**src/rtl/tcq_pkg.sv**
```systemverilog
package tcq_pkg;
  typedef enum logic [1:0] {
    WR_IDLE = 2'd0,
    WR_LO   = 2'd1,
    WR_HI   = 2'd2
  } wr_state_e;

  localparam int unsigned BYTE_W = 8;
endpackage

```
**src/rtl/tcq_ring_ptr.sv**
```systemverilog
module tcq_ring_ptr #(
  parameter int unsigned DEPTH = 8,
  parameter int unsigned IDX_W = 5
) (
  input  logic             clk_i,
  input  logic             rst_ni,
  input  logic             step_i,
  output logic [IDX_W-1:0] idx_o,
  output logic [IDX_W-1:0] nxt_o
);
  localparam logic [IDX_W-1:0] LAST = IDX_W'(DEPTH - 1);

  logic [IDX_W-1:0] idx_q;

  assign nxt_o = (idx_q == LAST) ? '0 : idx_q + 1'b1;
  assign idx_o = idx_q;

  always_ff @(posedge clk_i or negedge rst_ni) begin
    if (!rst_ni)     idx_q <= '0;
    else if (step_i) idx_q <= nxt_o;
  end

  a_r4_wrap_to_zero: assert property (@(posedge clk_i) disable iff (!rst_ni)
    (step_i && idx_q == LAST) |=> (idx_q == '0));

  a_r3_step_moves: assert property (@(posedge clk_i) disable iff (!rst_ni)
    step_i |=> (idx_q != $past(idx_q)));

  a_r3_hold_without_step: assert property (@(posedge clk_i) disable iff (!rst_ni)
    !step_i |=> $stable(idx_q));
endmodule

```
**src/rtl/tcq_writer.sv**
```systemverilog
module tcq_writer
  import tcq_pkg::*;
#(
  parameter int unsigned ADDR_W = 16,
  parameter int unsigned PTR_W  = 5
) (
  input  logic              clk_i,
  input  logic              rst_ni,
  input  logic              start_i,
  input  logic [2*BYTE_W-1:0] desc_i,
  input  logic [ADDR_W-1:0] base_i,
  input  logic [PTR_W-1:0]  slot_ptr_i,
  output logic              busy_o,
  output logic              commit_o,
  output logic              mem_we_o,
  output logic [ADDR_W-1:0] mem_addr_o,
  output logic [BYTE_W-1:0] mem_wdata_o
);
  wr_state_e         state_q;
  logic [2*BYTE_W-1:0] desc_q;
  logic [ADDR_W-1:0] addr_q;
  logic [ADDR_W-1:0] slot_off;

  // signed pointer scaled by the 2-byte slot size
  assign slot_off = {{(ADDR_W-PTR_W-1){slot_ptr_i[PTR_W-1]}}, slot_ptr_i, 1'b0};

  always_ff @(posedge clk_i or negedge rst_ni) begin
    if (!rst_ni) begin
      state_q <= WR_IDLE;
      desc_q  <= '0;
      addr_q  <= '0;
    end else begin
      unique case (state_q)
        WR_IDLE: if (start_i) begin
          state_q <= WR_LO;
          desc_q  <= desc_i;
          addr_q  <= base_i + slot_off;
        end
        WR_LO:   state_q <= WR_HI;
        WR_HI:   state_q <= WR_IDLE;
        default: state_q <= WR_IDLE;
      endcase
    end
  end

  assign busy_o      = (state_q != WR_IDLE);
  assign commit_o    = (state_q == WR_HI);
  assign mem_we_o    = busy_o;
  assign mem_addr_o  = (state_q == WR_HI) ? addr_q + 1'b1 : addr_q;
  assign mem_wdata_o = (state_q == WR_HI) ? desc_q[2*BYTE_W-1:BYTE_W] : desc_q[BYTE_W-1:0];

  a_r2_high_follows_low: assert property (@(posedge clk_i) disable iff (!rst_ni)
    (mem_we_o && !commit_o) |=> (mem_we_o && commit_o && mem_addr_o == $past(mem_addr_o) + 1'b1));

  a_r10_no_start_when_busy: assert property (@(posedge clk_i) disable iff (!rst_ni)
    start_i |-> !busy_o);

  a_r2_write_after_start: assert property (@(posedge clk_i) disable iff (!rst_ni)
    start_i |=> (mem_we_o && !commit_o));
endmodule

```
**src/rtl/tc_desc_queue.sv**
```systemverilog
module tc_desc_queue
  import tcq_pkg::*;
#(
  parameter int unsigned DEPTH  = 8,
  parameter int unsigned PTR_W  = 5,
  parameter int unsigned ADDR_W = 16
) (
  input  logic              clk_i,
  input  logic              rst_ni,
  input  logic [ADDR_W-1:0] base_i,
  input  logic              done_i,
  input  logic [15:0]       desc_i,
  output logic              busy_o,
  output logic              mem_we_o,
  output logic [ADDR_W-1:0] mem_addr_o,
  output logic [7:0]        mem_wdata_o,
  input  logic              rd_en_i,
  input  logic              rd_sel_i,
  output logic [PTR_W-1:0]  rd_data_o,
  output logic              pending_o,
  output logic              overflow_o
);
  logic [PTR_W-1:0] p_idx, p_nxt, c_idx, c_nxt;
  logic [PTR_W-1:0] p_ptr, c_ptr;
  logic             commit, empty, full, accept, drop, start, pop;
  logic             ovf_q;
  logic [PTR_W-1:0] rd_q;

  generate
    if (DEPTH < 2 || DEPTH > 16) begin : g_bad_depth
      initial $error("tc_desc_queue: DEPTH must be 2..16");
    end
  endgenerate

  tcq_ring_ptr #(.DEPTH(DEPTH), .IDX_W(PTR_W)) u_prod (
    .clk_i (clk_i), .rst_ni(rst_ni), .step_i(commit),
    .idx_o (p_idx), .nxt_o (p_nxt)
  );

  tcq_ring_ptr #(.DEPTH(DEPTH), .IDX_W(PTR_W)) u_cons (
    .clk_i (clk_i), .rst_ni(rst_ni), .step_i(pop),
    .idx_o (c_idx), .nxt_o (c_nxt)
  );

  // stored form is the one's complement of the logical slot
  assign p_ptr = ~p_idx;
  assign c_ptr = ~c_idx;

  assign empty  = (p_idx == c_idx);
  assign full   = (p_nxt == c_idx);
  assign accept = done_i && !busy_o;
  assign drop   = accept && full;
  assign start  = accept && !full;
  assign pop    = rd_en_i && rd_sel_i && !empty;

  tcq_writer #(.ADDR_W(ADDR_W), .PTR_W(PTR_W)) u_wr (
    .clk_i      (clk_i),
    .rst_ni     (rst_ni),
    .start_i    (start),
    .desc_i     (desc_i),
    .base_i     (base_i),
    .slot_ptr_i (p_ptr),
    .busy_o     (busy_o),
    .commit_o   (commit),
    .mem_we_o   (mem_we_o),
    .mem_addr_o (mem_addr_o),
    .mem_wdata_o(mem_wdata_o)
  );

  always_ff @(posedge clk_i or negedge rst_ni) begin
    if (!rst_ni) begin
      ovf_q <= 1'b0;
      rd_q  <= '0;
    end else begin
      if (drop)    ovf_q <= 1'b1;
      if (rd_en_i) rd_q  <= rd_sel_i ? c_ptr : p_ptr;
    end
  end

  assign rd_data_o  = rd_q;
  assign overflow_o = ovf_q;
  assign pending_o  = !empty || full;

  a_r7_empty_pop_holds: assert property (@(posedge clk_i) disable iff (!rst_ni)
    (rd_en_i && rd_sel_i && empty) |=> $stable(c_idx));

  a_r6_pop_advances: assert property (@(posedge clk_i) disable iff (!rst_ni)
    pop |=> (c_idx == $past(c_nxt)));

  a_r5_prod_read_no_effect: assert property (@(posedge clk_i) disable iff (!rst_ni)
    (rd_en_i && !rd_sel_i && !commit) |=> $stable(p_idx));

  a_r9_drop_no_write: assert property (@(posedge clk_i) disable iff (!rst_ni)
    drop |=> (!mem_we_o && overflow_o));

  a_r9_overflow_sticky: assert property (@(posedge clk_i) disable iff (!rst_ni)
    overflow_o |=> overflow_o);

  a_r8_last_pop_clears: assert property (@(posedge clk_i) disable iff (!rst_ni)
    (pop && c_nxt == p_idx && !commit) |=> !pending_o);
endmodule

```
**config.mk**
```make
export PLATFORM = sky130hd
export DESIGN_NAME = tc_desc_queue
export DESIGN_NICKNAME = d
export VERILOG_FILES = /design/src/rtl/tcq_pkg.sv /design/src/rtl/tcq_ring_ptr.sv /design/src/rtl/tcq_writer.sv /design/src/rtl/tc_desc_queue.sv
export SDC_FILE = /design/constraint.sdc
export NUM_CORES = 1
export LEC_CHECK = 0
export BUFFER_PORTS_ARGS = -buffer_cell sky130_fd_sc_hd__buf_4
export CAP_MARGIN = 25
export CORE_MARGIN = 2
export CORE_UTILIZATION = 50
export CTS_CLUSTER_SIZE = 30
export DETAILED_ROUTE_END_ITERATION = 10
export GPL_ROUTABILITY_DRIVEN = 0
export GPL_TIMING_DRIVEN = 0
export PLACE_DENSITY = 0.82
export SLEW_MARGIN = 20
export SYNTH_ARGS = -nofsm -noshare
export SYNTH_HDL_FRONTEND = slang
export SYNTH_SLANG_ARGS = --single-unit
export TNS_END_PERCENT = 5
```
**constraint.sdc**
```tcl
create_clock -name clk_i -period 2.2 [get_ports clk_i]
set_input_delay 0.44 -clock clk_i [delete_from_list [all_inputs] [get_ports clk_i]]
set_output_delay 0.44 -clock clk_i [all_outputs]
set_load 0.02 [all_outputs]
```
After elaboration in Yosys (flattened, before gate mapping)
Cells that the tools add are included.
{"block": "classes", "add_sub_neg": 4, "mux": 7, "eq_ne": 7, "reduce_logical": 12, "bitwise_logic": 2}
{"operator": "adder 16 x 1 -> 16 bit, second input constant", "n": 1}
{"operator": "adder 16 bit", "n": 1}
{"operator": "two-way mux 16 bit", "n": 1}
{"operator": "two-way mux 5 bit", "n": 3}
{"operator": "adder 5 x 1 -> 5 bit, second input constant", "n": 2}
{"operator": "equality test 5 x 3 -> 1 bit, second input constant", "n": 2}
{"operator": "equality test 5 bit", "n": 2}
{"operator": "NOT 5 bit", "n": 2}
{"operator": "two-way mux 8 bit", "n": 1}
{"operator": "logical AND 1 bit", "n": 5}
{"operator": "case mux 2 bit (2 select lines)", "n": 1}
{"operator": "logical NOT 1 bit", "n": 3}
{"operator": "equality test 2 x 1 -> 1 bit, second input constant", "n": 1}
{"operator": "equality test 2 bit, second input constant", "n": 1}
{"operator": "logical NOT 2 bit", "n": 1}
{"operator": "two-way mux 2 bit", "n": 1}
{"operator": "!= test 2 bit, second input constant", "n": 1}
{"operator": "AND reduction 2 bit", "n": 1}
{"operator": "nonzero test 2 bit", "n": 1}
{"operator": "logical OR 1 bit", "n": 1}
{"block": "totals", "regBits": 50, "output_inout_bits": 33, "inputBits": 37, "elab_cells": 39}

Logic depth before layout (Yosys ltp)
Gate-level depths: netlist of run 1.
{"block": "logic_depth", "depth_word": 7, "ltp_mapped": 10, "mapped_depth_nobuf": 10}

By module
From an unflattened synthesis of run 1, not the netlist that was laid out.
{"block": "hier_totals", "cells_unflattened": 368, "area_unflattened_um2": 3342.0}
{"mod": "tcq_writer", "cells_per_inst": 274, "instances": 1, "area_per_inst_um2": 2318.5, "seq_area_each_um2": 850.8}
{"mod": "tcq_ring_ptr", "cells_per_inst": 25, "instances": 2, "area_per_inst_um2": 291.5, "seq_area_each_um2": 125.1}
{"mod": "tc_desc_queue", "cells_per_inst": 44, "instances": 1, "area_per_inst_um2": 440.4, "seq_area_each_um2": 150.1}

Least setup slack after synthesis of run 1
OpenSTA, ideal clock, no wires.
{"block": "synth_timing", "kind": "register to register", "startpoint": "register u_prod.idx_q[4], in the netlist u_prod.idx_o[4]", "endpoint": "register u_wr.addr_q[12]", "synth_period_minus_slack_ps": 2311, "stages_incl_launch_ff": 10, "t_arrival_ps": 2186, "setup_ps": 125, "path_slack_ps": -111, "path_buffers": 1, "required_ps": 2075, "path_cell_list": "dfrtp_1 > buf_6 > inv_1 > ha_1 > and3_1 > and3_1 > a211oi_2 > a21oi_1 > xor2_1 > mux2_4"}
{"block": "synth_via", "elab_chain_cells": 6, "elab_cells_between_ends": 9, "classes_between": "2 x add/sub; 2 x eq/ne; 1 x mux; 1 x bitwise; 3 x reduce/logical"}
{"item": "from (decl)", "line_no": "tcq_ring_ptr.sv:13", "rtl": "logic [IDX_W-1:0] idx_q;"}
{"item": "from (signal assigned)", "line_no": "tcq_ring_ptr.sv:20", "rtl": "else if (step_i) idx_q <= nxt_o;"}
{"item": "adder 5 x 1 -> 5 bit or equality test 5 x 3 -> 1 bit (tied branches)", "line_no": "tcq_ring_ptr.sv:15", "rtl": "assign nxt_o = (idx_q == LAST) ? '0 : idx_q + 1'b1;"}
{"item": "two-way mux 5 bit", "line_no": "tcq_ring_ptr.sv:15"}
{"item": "equality test 5 bit", "line_no": "tc_desc_queue.sv:50", "rtl": "assign full = (p_nxt == c_idx);"}
{"item": "logical NOT 1 bit", "line_no": "tc_desc_queue.sv:53", "rtl": "assign start = accept && !full;"}
{"item": "logical AND 1 bit", "line_no": "tc_desc_queue.sv:53"}
{"item": "AND reduction 2 bit (no source line)"}
{"item": "to (signal assigned)", "line_no": "tcq_writer.sv:37", "rtl": "addr_q <= base_i + slot_off;"}
{"item": "to (decl)", "line_no": "tcq_writer.sv:21", "rtl": "logic [ADDR_W-1:0] addr_q;"}
Parallel ways exist; a longest one is shown, timed or not.
A chain may end at the register's enable or synchronous reset.

Worst setup path in the final report of run 1
{"block": "layout_timing", "startpoint": "register u_prod.idx_q[0], in the netlist u_prod.idx_o[0]", "endpoint": "register u_wr.addr_q[15]"}
Same word-level chain as after synthesis.

==> impl_summary.md, run 1 <==
Run status
The run finished, with violations left. The checks that failed: negative setup slack.

Timing
The count of endpoints failing hold in the final timing report came to 0. Counting I/O delays and the setup requirement, the final critical path takes 2.36 ns. The share of the cycle needed by the critical path after routing is 1.07.

The worst max-slew margin expressed relative to the limit is 0.578. Based on the critical path, the design can be clocked at up to 424 MHz. The post-layout worst setup margin is -0.160 ns.

For the pin with the worst max-slew slack, the measured transition is 0.633 ns. The clock tree skew after final layout is 0.00870 ns. The count of pins over their slew limit was 0. Setup violations remaining at the end of the flow were counted as 38.

Setup repair after global routing could not meet its margin everywhere. The worst hold-check slack is 0.144 ns.

Worst setup path
Counting both buffers and inverters, the worst setup path holds a total of 2. STA classifies the critical path endpoint as a flip-flop. The required time of the worst setup path is 2.39 ns. On the critical path the largest part of the delay comes from compound AO/OA/AOI/OAI gates. The type of the worst setup path is reg2reg.

The startpoint class of the critical path is a flip-flop. The critical-path cell with the highest stage delay is o311ai_4. Data arrives at the worst endpoint at 2.55 ns. The critical path goes through inv_4 -> ha_4 -> inv_2 -> fa_2 -> nor2b_4 -> o31a_1 -> o311ai_4 -> a21oi_2 -> xnor2_1 -> mux2_4. In this run the worst path has a maximum fanout of 5. The largest single stage delay on the critical path is 0.47 ns.

Layout
The multi-input combinational cells in the finished layout cover a total of 2190 µm². The number of nets in the final layout is 462. In the final layout, the share of cells above drive strength 1 is 0.520. The repair_antennas step left the layout with diodes totalling 0. The total of fill cells in the finished design is 446. The area occupied by registers is 1250 µm². For this run, the number of standard cells in the final layout without fillers is 485.

From synthesis to final layout, the design area changed by 35.0%.

Floorplan
The total area inside the core boundary comes to 6460 µm². The starting utilization of the core area is 0.523. 70 I/O pins were placed. The die is 86.2 µm tall.

The die extent in x is 86.2 µm. The floorplan has 29 rows. The full die area is 7440 µm².

Detailed routing
After detailed routing, the number of vias per cell comes to 5.59. The total wirelength of the detailed-routed design is 8420 µm. The number of nets with antenna violations after detailed routing is 0. After the first detailed-routing iteration, the DRC count stood at 75. Before antenna repair, the detailed router went through 4 iterations. Detailed routing inserted a total of 2710 vias. For this run, design rule violations remaining after detail routing come to 0. In the final routed layout, each cell accounts on average for 17.4 µm.

Hold path
In this run the worst hold path is classified as in2async.

Global route
The via count of the first global-routing pass is 2726. Global routing finished with a remaining overflow of 0. The met1 usage is 0.277. For met2 alone, demand over resource in global routing was 0.378. The global-route wire length before repair is 12900 µm. The total global routing track utilization is 0.220. The initial antenna violation count is 0. Entering global routing, the biggest net connects 51 pins. For this run, global-route usage on met3 was measured as 0.0371. The layer flagged by global routing as most heavily used is met2.

Clock tree
The later pin in the worst-skew pair is clocked with a latency of 0.30 ns. In this run, post-CTS hold repair placed 0 buffers. The clock tree from TritonCTS is yes. The maximum clock insertion buffer count is 2. The number of clock sinks seen by CTS is 50. The root buffer selected by CTS is clkbuf_8. After clock tree synthesis, the clock-pin slew on the worst setup and hold paths is 0.09 ns.

The number of levels the H-tree was split into is 2. The number of buffers created by CTS is 5.

Synthesis
The fraction of the yosys area taken by sequential cells is 0.370. Synthesis produced a netlist with a net count of 363. For this run, the number of Yosys warnings is 0.

Summing every instance area after synthesis gives 3380 µm². The synthesized instance count is 308. The number of distinct library cells after synthesis is 42. After synthesis, the mean cell area works out to 11.0 µm².

The register bit count reported by yosys is 50.

Pwr
The static leakage power is 2.11 nW. The worst ir drop on vdd is 745 µV. The power per standard cell area is 1480 nW/µm².

Job
Across the run, the number of max-cap violations was 0.

Placed design
The number of placed instances, taps included, is 453. The half-perimeter wire length after placement is 5580 µm. The count of buffers added on input and output ports is 68.
## cells in the mapped netlist
cell,count,area (µm²)
clkbuf_1,3,11.3
a31o_1,1,8.76
o311ai_0,1,8.76
or2_2,2,12.5
mux2_4,27,405
mux2_2,21,236
a31oi_1,2,12.5
buf_4,3,22.5
a21oi_1,17,85.1
nor2_1,15,56.3
nand4b_1,1,8.76
o21ai_0,7,35.0
a21o_1,2,15.0
buf_1,1,3.75
a211oi_2,1,12.5
buf_12,3,60.1
xor2_1,15,131
o21bai_1,2,15.0
fa_1,1,20.0
nor4_1,1,6.26
o311ai_2,1,16.3
ha_1,17,213
a211o_1,1,8.76
mux2i_1,9,90.1
nor3_2,1,10.0
and3_1,7,43.8
a211oi_1,2,15.0
inv_1,15,56.3
nor3_1,5,25.0
dfrtp_1,50,1250
nor2b_1,5,31.3
clkbuf_2,1,5.00
nand2_1,16,60.1
and4_1,1,8.76
nand3_1,10,50.1
xnor2_1,25,219
o21ai_1,2,10.0
o31a_1,1,8.76
buf_2,2,10.0
nand4_1,7,43.8
buf_6,2,22.5
o21a_1,2,15.0
## what timing repair did
item,CTS,global route
buffers inserted,13,12
endpoints found under the setup margin,45,46
pin swaps,15,14
resized for setup,32,26
## metal layers
metal	vias to the layer above	wire [µm]
li1	1281	-
met1	1321	3640
met2	90	4210
met3	18	383
met4	0	186
met5	-	0
## power by group
part,internal (mW),switching [mW],total (mW),leakage (nW)
sequential,1.37,0.407,1.78,0.584
clock,0.254,0.304,0.559,0.0482
combinational,2.40,2.02,4.41,1.47
total,4.02,2.73,6.75,2.11
## per-stage QoR
step / utilization / total power, mW / instance area (µm²) / setup slack (ns) / setup TNS (ns)
final: 0.707 / 6.75 / 4570 / -0.160 / -3.24
after global routing: 0.707 / 7.12 / 4570 / -0.245 / -6.84
after CTS: 0.678 / 6.37 / 4380 / -0.111 / -1.03
after detailed placement: 0.629 / 5.54 / 4060 / -0.371 / -5.63
after global placement: 0.629 / 5.42 / 4060 / -0.316 / -3.87
after floorplan: - / 4.44 / 3450 / -0.0100 / -0.0312
## layout by cell type, fill, tap and decap left out, types with 8 or more instances in the layout
master	count
inv_1	10
nand3_1	8
mux2_4	29
a21oi_1	13
xor2_1	15
xnor2_1	21
nand2_1	15
mux2i_1	9
mux2_2	19
buf_4	91
dfrtp_1	47
nor2_1	10
## worst paths after layout
check / start / endpoint / slack [ns] / cells past startpoint
setup / recovery: u_prod.idx_o[0] / u_wr.addr_q[15] / -0.16 / 10
hold / removal: rst_ni / u_wr.addr_q[11] / 0.14 / 1
setup reg to reg: u_prod.idx_o[0] / u_wr.addr_q[15] / -0.16 / 10
hold reg to reg: overflow_o / overflow_o / 0.51 / 1
max in group asynchronous: rst_ni / u_wr.addr_q[3] / 1.59 / 1
min in group clk_i: desc_i[14] / u_wr.desc_q[14] / 0.36 / 2
## state kept, by name, indices dropped and copies added, names as in the netlist
signal        flops
u_wr.state_q      2
overflow_o        1
u_wr.addr_q      16
u_prod.idx_o      5
rd_data_o         5
u_wr.desc_q      16
u_cons.idx_o      5
## kinds of logic (layout without fill, tap and decap cells)
family,Yosys count,in the layout,share of synthesized area
DFF,50,50,0.370
and+or+nand+nor,71,71,0.105
buffers and inverters,30,130,0.0566
xor gates and xnor gates,40,40,0.104
AOI/OAI and AO/OA,42,42,0.0788
muxes,57,57,0.217
adders and majority gates,18,18,0.0688
## layout make-up
| class | instances | share of cell area |
|---|---|---|
| well taps | 77 | 0.0211 |
| repair buffers | 93 | 0.158 |
| plain buffers | 14 | 0.0334 |
| inverters | 15 | 0.0137 |
| clock buffers | 7 | 0.0189 |
| multi-input cells | 228 | 0.479 |
| flip-flops and latches | 50 | 0.275 |
| clock inverters | 1 | 0.00110 |
Power figures use the tool's default switching activity.
==> run 2: changes to the inputs <==
--- a/config.mk
+++ b/config.mk
@@ -14,6 +14,7 @@
 export GPL_ROUTABILITY_DRIVEN = 0
 export GPL_TIMING_DRIVEN = 0
 export PLACE_DENSITY = 0.82
+export SKIP_LAST_GASP = 1
 export SLEW_MARGIN = 20
 export SYNTH_ARGS = -nofsm -noshare
 export SYNTH_HDL_FRONTEND = slang
==> run 2 against run 1 <==
  * The flow still finishes with violations (negative setup slack)
  * Die area is the same
  * Clock skew hardly changed
  * Critical path depth stayed put
  * Largest cell class unchanged
  * Largest power group unchanged
  * Highest routed layer unchanged
==> impl_summary.md, run 2 (synthesis gave the netlist of run 1 again) <==
Detailed routing
The count of nets left with antenna violations once routing finished came out at 0. The detailed router finished its first iteration with 166 violations. In the routed layout, each cell is associated on average with a via count of 5.60. The routed design has 8200 µm of wire.

The first detailed-routing pass took 4 iterations. The detailed-route DRC error count is 0. The average wire per standard cell is 17.0 µm. The total via count after detailed routing is 2703.

Floorplan
The core region is 6460 µm². The die extent in x is 86.2 µm. The floorplan step defined a die boundary enclosing 7440 µm². Row generation in the floorplan step produced 29 rows. The number of placed I/O pins is 70. The initial utilization of the core area, before any placement, comes to 0.523.

The vertical die dimension is 86.2 µm.

Clock tree
The root buffer selected by CTS is clkbuf_8. TritonCTS built the clock tree. The number of buffers created by CTS is 5.

The maximum clock insertion buffer count is 2. Counting every sink on the clock net gives 50. The H-tree was split into 2 levels. After clock tree synthesis, the clock-pin slew on the worst setup and hold paths is 0.09 ns.

The clock latency on the worst-skew pair is 0.31 ns.

Run status
The flow ran to the end, but the final reports show violations. The checks that failed: negative setup slack.

Timing
At the pin with the least slew margin, the transition time is 0.625 ns. Setup violations remaining at the end of the flow were counted as 20. For the final database, setup skew stands at 0.00885 ns.

The maximum operating frequency is 426 MHz. The count of endpoints failing hold in the final timing report is 0. The final critical delay including setup and external delays is 2.35 ns.

Setup repair after global routing could not meet its margin everywhere. The worst hold-check slack is 0.131 ns. The post-layout worst setup margin is -0.149 ns. The worst max-slew margin expressed relative to the limit is 0.583.

The count of pins over their slew limit came to 0. Dividing the final minimum period by the clock period gives 1.07.

Pwr
The share of total power dissipated in sequential elements is 0.267. IR analysis of the VDD net gives a maximum drop of 714 µV. Summed over all cells, the static leakage comes to 2.08 nW.

Of the total power, the share spent switching nets is 0.404. The internal power of the cells totals 3.97 mW. Of the total power, combinational logic draws 0.648. Summed over all nets, the switching power comes to 2.69 mW.

The power per standard cell area is 1480 nW/µm². The share of total power in the clock network is 0.085.

Layout
The fraction of layout instances using a drive strength above 1 is 0.498. In the final layout, the registers with the most flip-flops are u_wr.addr_q: 16 flops, u_wr.desc_q: 16 flops. The library cell used most frequently in the layout, excluding fill and tap cells, is buf_4. The antenna diode instance count is 0. The signed area change from the synthesized netlist to the final layout is 33.2%. At the end of the flow, the number of nets in the layout was 460. The post-layout instance count excluding filler cells is 483. Leaving out fill and tap cells, the most frequent cells in the layout are buf_4 (91), dfrtp_1 (47), mux2_4 (28).

Worst setup path
The cell count of the worst reg-to-reg path is 10. The type of the worst setup path is reg2reg. The startpoint of the lowest-slack register-to-register path is u_prod.idx_o[0]. The endpoint kind of the worst setup timing path is a flip-flop. Setup slack on the worst reg-to-reg path comes out at -0.15 ns. The required time of the worst setup path is 2.40 ns. STA classifies the critical path startpoint as a flip-flop. The terminus of the critical flop-to-flop path is u_wr.addr_q[11]. The critical path arrival is 2.55 ns.

The biggest fanout along the worst timing path is 5.

Global route
The initial antenna violation count is 0. Across every metal layer, demand over resource in global routing totals 0.216. Entering global routing, the biggest net connects 51 pins.

Summed over all layers, the global routing overflow is 0. The global-route wire length before repair is 12700 µm. The via count of the first global-routing pass is 2669.

Hold path
The class of the tightest hold or removal check is in2async.

Placed design
The worst slack after detailed placement is -0.371 ns. The half-perimeter wire length after placement is 5580 µm. The placed cell count is 453. In this run the tool buffered the top-level ports with 68 buffer cells.

Job
Max-cap violations in this run came to 0.
[run 2: metrics by stage]
| step | area [µm²] | power [mW] | TNS [ns] | utilization |
|---|---|---|---|---|
| 3_5_place_dp | 4060 | 5.54 | -5.63 | 0.629 |
| 6_report | 4500 | 6.65 | -1.30 | 0.697 |
| 5_1_grt | 4500 | 7.04 | -5.19 | 0.697 |
| 2_1_floorplan | 3450 | 4.44 | -0.0312 | - |
| 4_1_cts | 4360 | 6.35 | -2.85 | 0.675 |
| 3_3_place_gp | 4060 | 5.42 | -3.87 | 0.629 |
[run 2: how the worst max path moves through the flow]
stage / startpoint / endpoint / slack [ns] / depth (start not counted)
final: u_prod.idx_o[0] / u_wr.addr_q[11] / -0.15 / 10
after CTS: u_prod.idx_o[2] / u_wr.addr_q[15] / -0.11 / 9
after global placement: u_prod.idx_o[4] / u_wr.addr_q[14] / -0.32 / 9
after floorplan: u_prod.idx_o[4] / u_wr.addr_q[14] / -0.01 / 9
after global routing: u_prod.idx_o[4] / u_wr.addr_q[11] / -0.22 / 10
after detailed placement: u_prod.idx_o[4] / u_wr.addr_q[15] / -0.37 / 9
[run 2: layer usage]
layer	part of all wire	track usage
met1	0.43	0.279
met2	0.50	0.375
met3	0.046	0.0333
met4	0.024	0.0625
met5	0	0
[run 2: final cells by class]
cell class / instances / area, µm²
Buffer: 14 / 143
Clock buffer: 7 / 86.3
Clock inverter: 1 / 5.00
Fill cell: 443 / 1960
Inverter: 15 / 60.1
Multi-Input combinational cell: 228 / 2150
Sequential cell: 50 / 1250
Tap cell: 77 / 96.3
Timing Repair Buffer: 91 / 708
[run 2: critical path, cell delays in order, from the launching register on]
cell and delay, ns:
dfrtp_2 0.38, inv_2 0.06, ha_4 0.16, inv_2 0.05, fa_2 0.22, nor2b_4 0.05, o31a_1 0.30, o311ai_4 0.47
a211o_1 0.21, nand3_2 0.08, mux2_4 0.27
[run 2: power by group through the flow]
stage | clock network [mW] | registers, mW | logic (mW)
5_1_grt | 0.602 | 1.82 | 4.61
2_1_floorplan | 0 | 1.73 | 2.70
6_report | 0.565 | 1.77 | 4.31
3_3_place_gp | 0 | 1.75 | 3.67
3_5_place_dp | 0 | 1.78 | 3.76
4_1_cts | 0.571 | 1.76 | 4.02
[run 2: repair_timing]
action	in CTS	in global routing
endpoints found under the setup margin	45	47
hold endpoints to repair	0	0
gates resized for setup	27	16
pin swaps	10	11
hold buffers	0	0
gates cloned	0	0
buffers inserted	13	10
